## src/rtl/smb_am_pkg.sv

```systemverilog
package smb_am_pkg;
  localparam int BYTE_W = 8;
  localparam int ADR_W  = 10;
  localparam int A7_W   = 7;
  localparam int MT_W   = 5;

  localparam int MT_SLV = 0;
  localparam int MT_HH  = 1;
  localparam int MT_DA  = 2;
  localparam int MT_ARA = 3;
  localparam int MT_GC  = 4;

  // fixed 7-bit targets, slot MT_SLV unused (programmable)
  localparam logic [MT_W*A7_W-1:0] SPEC_ADDRS =
    {7'h00, 7'h0C, 7'h61, 7'h08, 7'h00};

  localparam logic [4:0] TEN_PREFIX = 5'b11110;

  typedef enum logic [1:0] {
    ST_IDLE = 2'd0,
    ST_TEN  = 2'd1,
    ST_HIT  = 2'd2,
    ST_SKIP = 2'd3
  } am_state_t;
endpackage

```

## src/rtl/smb_am_cmp.sv

```systemverilog
module smb_am_cmp
  import smb_am_pkg::*;
(
  input  logic [BYTE_W-1:0] byte_in,
  input  logic [ADR_W-1:0]  own_addr,
  input  logic              ten_bit_en,
  input  logic [MT_W-1:0]   tgt_en,
  output logic [MT_W-1:0]   hit7,
  output logic              hdr_hit,
  output logic              lo_hit
);
  logic [A7_W-1:0] a7;
  logic [MT_W-1:0] raw;

  assign a7 = byte_in[BYTE_W-1:1];

  assign raw[MT_SLV] = tgt_en[MT_SLV] && !ten_bit_en && (a7 == own_addr[A7_W-1:0]);

  for (genvar i = 1; i < MT_W; i++) begin : g_spec
    assign raw[i] = tgt_en[i] && (a7 == SPEC_ADDRS[i*A7_W +: A7_W]);
  end

  // lowest set bit wins
  assign hit7    = raw & (~raw + 1'b1);
  assign hdr_hit = tgt_en[MT_SLV] && ten_bit_en &&
                   (a7 == {TEN_PREFIX, own_addr[ADR_W-1:BYTE_W]});
  assign lo_hit  = (byte_in == own_addr[BYTE_W-1:0]);

  always_comb begin
    a_r3_hit_onehot: assert ($onehot0(hit7));
  end
endmodule

```

## src/rtl/smb_am_ctl.sv

```systemverilog
module smb_am_ctl
  import smb_am_pkg::*;
(
  input  logic            clk,
  input  logic            rst,
  input  logic            byte_stb,
  input  logic            stop,
  input  logic            sw_rst,
  input  logic            stretch_en,
  input  logic            stretch_ack,
  input  logic [MT_W-1:0] hit7,
  input  logic            hdr_hit,
  input  logic            lo_hit,
  output logic            addr_ack,
  output logic [MT_W-1:0] match_type,
  output logic            stretch_req
);
  am_state_t state;

  always_ff @(posedge clk) begin
    if (rst) begin
      state       <= ST_IDLE;
      addr_ack    <= 1'b0;
      match_type  <= '0;
      stretch_req <= 1'b0;
    end else begin
      addr_ack <= 1'b0;
      if (sw_rst) begin
        state       <= ST_IDLE;
        match_type  <= '0;
        stretch_req <= 1'b0;
      end else if (stop) begin
        state      <= ST_IDLE;
        match_type <= '0;
        if (stretch_ack) stretch_req <= 1'b0;
      end else begin
        if (stretch_ack) stretch_req <= 1'b0;
        if (byte_stb) begin
          case (state)
            ST_IDLE: begin
              if (|hit7) begin
                addr_ack   <= 1'b1;
                match_type <= hit7;
                state      <= ST_HIT;
                if (stretch_en) stretch_req <= 1'b1;
              end else if (hdr_hit) begin
                addr_ack <= 1'b1;
                state    <= ST_TEN;
              end else begin
                state <= ST_SKIP;
              end
            end
            ST_TEN: begin
              if (lo_hit) begin
                addr_ack           <= 1'b1;
                match_type         <= '0;
                match_type[MT_SLV] <= 1'b1;
                state              <= ST_HIT;
                if (stretch_en) stretch_req <= 1'b1;
              end else begin
                state <= ST_SKIP;
              end
            end
            default: ;
          endcase
        end
      end
    end
  end

  a_r3_type_onehot: assert property (@(posedge clk) disable iff (rst)
    $onehot0(match_type));

  a_r1_ack_after_strobe: assert property (@(posedge clk) disable iff (rst)
    addr_ack |-> $past(byte_stb));

  a_r4_second_byte: assert property (@(posedge clk) disable iff (rst)
    (state == ST_TEN && byte_stb && lo_hit && !stop && !sw_rst)
      |=> (addr_ack && match_type[MT_SLV]));

  a_r5_hold_after_hit: assert property (@(posedge clk) disable iff (rst)
    (state == ST_HIT && !stop && !sw_rst) |=> ($stable(match_type) && !addr_ack));

  a_r6_stop_clears: assert property (@(posedge clk) disable iff (rst)
    stop |=> (match_type == '0 && !addr_ack));

  a_r7_stretch_hold: assert property (@(posedge clk) disable iff (rst)
    (stretch_req && !stretch_ack && !sw_rst) |=> stretch_req);

  a_r8_swrst_clears: assert property (@(posedge clk) disable iff (rst)
    sw_rst |=> (match_type == '0 && !stretch_req));
endmodule

```

## src/rtl/smb_addr_match.sv

```systemverilog
module smb_addr_match
  import smb_am_pkg::*;
(
  input  logic              clk,
  input  logic              rst,
  input  logic [BYTE_W-1:0] byte_in,
  input  logic              byte_stb,
  input  logic              stop,
  input  logic              sw_rst,
  input  logic [ADR_W-1:0]  own_addr,
  input  logic              ten_bit_en,
  input  logic              slave_en,
  input  logic              hh_en,
  input  logic              da_en,
  input  logic              ara_en,
  input  logic              gc_en,
  input  logic              stretch_en,
  input  logic              stretch_ack,
  output logic              addr_ack,
  output logic [MT_W-1:0]   match_type,
  output logic              stretch_req,
  output logic              alert_oe
);
  logic [MT_W-1:0] tgt_en;
  logic [MT_W-1:0] hit7;
  logic            hdr_hit;
  logic            lo_hit;

  assign tgt_en = {gc_en, ara_en, da_en, hh_en, slave_en};

  smb_am_cmp u_cmp (
    .byte_in    (byte_in),
    .own_addr   (own_addr),
    .ten_bit_en (ten_bit_en),
    .tgt_en     (tgt_en),
    .hit7       (hit7),
    .hdr_hit    (hdr_hit),
    .lo_hit     (lo_hit)
  );

  smb_am_ctl u_ctl (
    .clk         (clk),
    .rst         (rst),
    .byte_stb    (byte_stb),
    .stop        (stop),
    .sw_rst      (sw_rst),
    .stretch_en  (stretch_en),
    .stretch_ack (stretch_ack),
    .hit7        (hit7),
    .hdr_hit     (hdr_hit),
    .lo_hit      (lo_hit),
    .addr_ack    (addr_ack),
    .match_type  (match_type),
    .stretch_req (stretch_req)
  );

  always_ff @(posedge clk) begin
    if (rst) alert_oe <= 1'b0;
    else     alert_oe <= ara_en;
  end

  a_r9_alert_follows: assert property (@(posedge clk) disable iff (rst)
    !$past(rst) |-> (alert_oe == $past(ara_en)));
endmodule

```

## config.mk

```make
export PLATFORM = sky130hd
export DESIGN_NAME = smb_addr_match
export DESIGN_NICKNAME = d
export VERILOG_FILES = /design/src/rtl/smb_am_pkg.sv /design/src/rtl/smb_am_cmp.sv /design/src/rtl/smb_am_ctl.sv /design/src/rtl/smb_addr_match.sv
export SDC_FILE = /design/constraint.sdc
export NUM_CORES = 1
export LEC_CHECK = 0
export ABC_AREA = 0
export BUFFER_PORTS_ARGS = -buffer_cell sky130_fd_sc_hd__buf_2
export CORE_MARGIN = 1.5
export CORE_UTILIZATION = 44
export CTS_CLUSTER_SIZE = 40
export DETAILED_ROUTE_END_ITERATION = 8
export PLACE_DENSITY = 0.8
export SKIP_CTS_REPAIR_TIMING = 1
export SYNTH_ARGS = -nofsm -noshare
export SYNTH_HDL_FRONTEND = slang
export SYNTH_SLANG_ARGS = --single-unit
export TNS_END_PERCENT = 30
```

## constraint.sdc

```tcl
create_clock -name clk -period 2.25 [get_ports clk]
set_input_delay 0.3375 -clock clk [delete_from_list [all_inputs] [get_ports clk]]
set_output_delay 0.3375 -clock clk [all_outputs]
set_load 0.02 [all_outputs]
```

==> out/results.txt <==
Initial Util -> 49.05%
WP data required -> 2.44 ns
Post-Synthesis Cells -> 86
Synth area leader -> dfxtp_1
Die Y -> 44.92 um
PnR worst setup slack -> 0.6891 ns
sequential share of the synthesized area -> 25.89%
Clock Latency Late Sink -> 0.27 ns
Setup WS pre-CTS -> 0.4184 ns
Pleak -> 0.4310 nW
initial antenna violation count -> 0
post-route ant nets -> 0
number of synthesized register bits -> 10
fin cells -> 141
dpl hpwl -> 1526 um
Slew @ Worst Pin -> 0.4186 ns
fin crit share -> 69.37%
I/O Pins -> 39
top cell type's share of synthesized area -> 25.89%
P_sw -> 0.1212 mW
overall power -> 0.4098 mW
Flop pwr share -> 44.2%
slowest stage delay, CP -> 0.39 ns
first-pass GRT wire length -> 3091 um
internal power -> 0.2886 mW
final setup fails -> 0
clock share of power -> 29.7%
setup TNS -> 0 ns
Final #Nets -> 158
post-synthesis cell area -> 773.2 sq um
placed instance area -> 968.4 sq um
CTS buffer count -> 3
largest net degree at the start of global routing -> 12
maximum fanout along the worst path -> 7
unrepaired setup endpoints after global routing -> false
Final Max Tran Viols -> 0
slowest CP cell -> a221oi_4
VDD IR max -> 0.3121 mV
via count -> 780
critical path endpoint category -> flop
most frequent cell after synthesis -> xor2_1
Die ar. -> 2018 sq um
Syn. warnings -> 0
Max Clk Rate -> 0.6407 GHz
placed cells -> 138
WP buf/inv -> 1
Hold WC Path Type -> primary input to flop
post-route cell area -> 991.0 sq um
WP data arrival -> 1.75 ns
cell family with most CP delay -> compound AO/OA/AOI/OAI gates
asr flop ratio synth -> 0%
I/O Buffers -> 38
antenna diode count -> 0
drt total wl -> 1905 um
CTS tree -> done
routed vias/inst -> 5.532
row cnt -> 14
Clk pin slew, worst setup/hold paths -> 0.06 ns
core area -> 1577 sq um
P&R area growth vs syn -> 28.16%
Final Hold Viols -> 0
hold_ws -> 0.2560 ns
syn_area_per_cell -> 8.991 sq um
Unique masters post-synth -> 32
Post-Syn Nets -> 117
first-pass detailed-route iteration total -> 4
Synth top cells by count -> 15 x xor2_1, 10 x dfxtp_1, 9 x nand2_1
status -> finished, final reports clean
vias in the first global route -> 778
critical setup path kind -> primary input to flop
Slew headroom -> 71.84%
GRT Residual Overflow -> 0
residual DRC count -> 0
crit start category -> primary input
Clock Tree Buf Depth -> 2
clk root buf -> clkbuf_4
fin util -> 62.86%
drt wl/cell -> 13.51 um
final setup skew -> 0.004007 ns
maxcap violations -> 0
First DRT Iteration DRCs -> 15
Logic pwr share -> 26.0%
Post-synth EDFFs -> 0
share of cells above drive strength 1 -> 37.60%
Primary FF master, synth -> dfxtp_1
GRT Util Overall -> 21.54%
Power Density -> 413.5 nW/um^2
critical-path cell list -> buf_2 > xor2_1 > nor4_4 > a21oi_4 > a221oi_4 > mux2i_1
Die W -> 44.92 um
RD Place Congestion -> 0.8353
Net Sw Frac -> 29.57%
Synth area leaders -> dfxtp_1 26%, xor2_1 17%, nor4_4 5.5%, o21a_1 4.9%, nand2_1 4.4%
# clock sinks -> 10
Period minus WS final -> 1.561 ns
H-tree Lvls -> 1
==> final cells by class <==
cell class                 count  area (sq um)
fill                         151         585.6
clock buffer                   3         22.52
multi-input combinational     72         546.8
timing repair buffer          39         197.7
sequential                    10         200.2
inverter                       1         3.754
tap                           16         20.02
==> sequential cells by signal, summed over array words and instances, names as in the netlist <==
| name | flops |
|---|---|
| u_ctl.addr_ack | 1 |
| alert_oe | 1 |
| u_ctl.stretch_req | 1 |
| u_ctl.match_type | 5 |
| u_ctl.state | 2 |
==> cells in the final DEF (no fill, tap or decap), drive strengths merged, types with 2 or more instances in the layout <==
cell type and count:
nand2b 2, o22ai 2, nand3 5, a21oi 2, nand2 9, mux2i 2
nor2 3, o21ai 2, clkbuf 3, dfxtp 10, nor2b 4, xor2 16
nor4 5, o21a 5, buf 39, nand4 3, nor3 2
==> power by group through the flow <==
stage          clock network [mW]  logic, mW  registers, mW
2_1_floorplan                   0     0.0598          0.186
3_3_place_gp                    0      0.104          0.185
3_5_place_dp                    0      0.106          0.185
4_1_cts                     0.126      0.107          0.181
5_1_grt                     0.134      0.117          0.181
6_report                    0.122      0.107          0.181
==> path summary, 6_finish.rpt <==
path,to,slack (ns),cells past startpoint,start
worst max-delay path,u_ctl.match_type[4],0.69,6,byte_in[7]
worst min-delay path,alert_oe,0.26,2,rst
worst max register to register,u_ctl.match_type[4],0.97,3,u_ctl.state[0]
worst min register to register,u_ctl.match_type[4],0.46,2,u_ctl.match_type[4]
==> cells by family (layout without fill, tap and decap cells) <==
logic type | count (synthesis) | count (layout) | share of synthesized area, %
simple gates | 36 | 36 | 28.96
buf+inv | 4 | 43 | 3.397
mux | 2 | 2 | 2.589
xor+xnor | 17 | 17 | 20.23
compound gates | 17 | 17 | 18.93
flops | 10 | 10 | 25.89
==> per-layer routing <==
metal	wire length (um)	part of all wire, %	global-route usage [%]
met2	963	51	38.57
met1	757	40	22.64
met5	0	0	0
met4	43	2.3	13.53
met3	140	7.3	4.400
(Power assumes the default switching activity.)
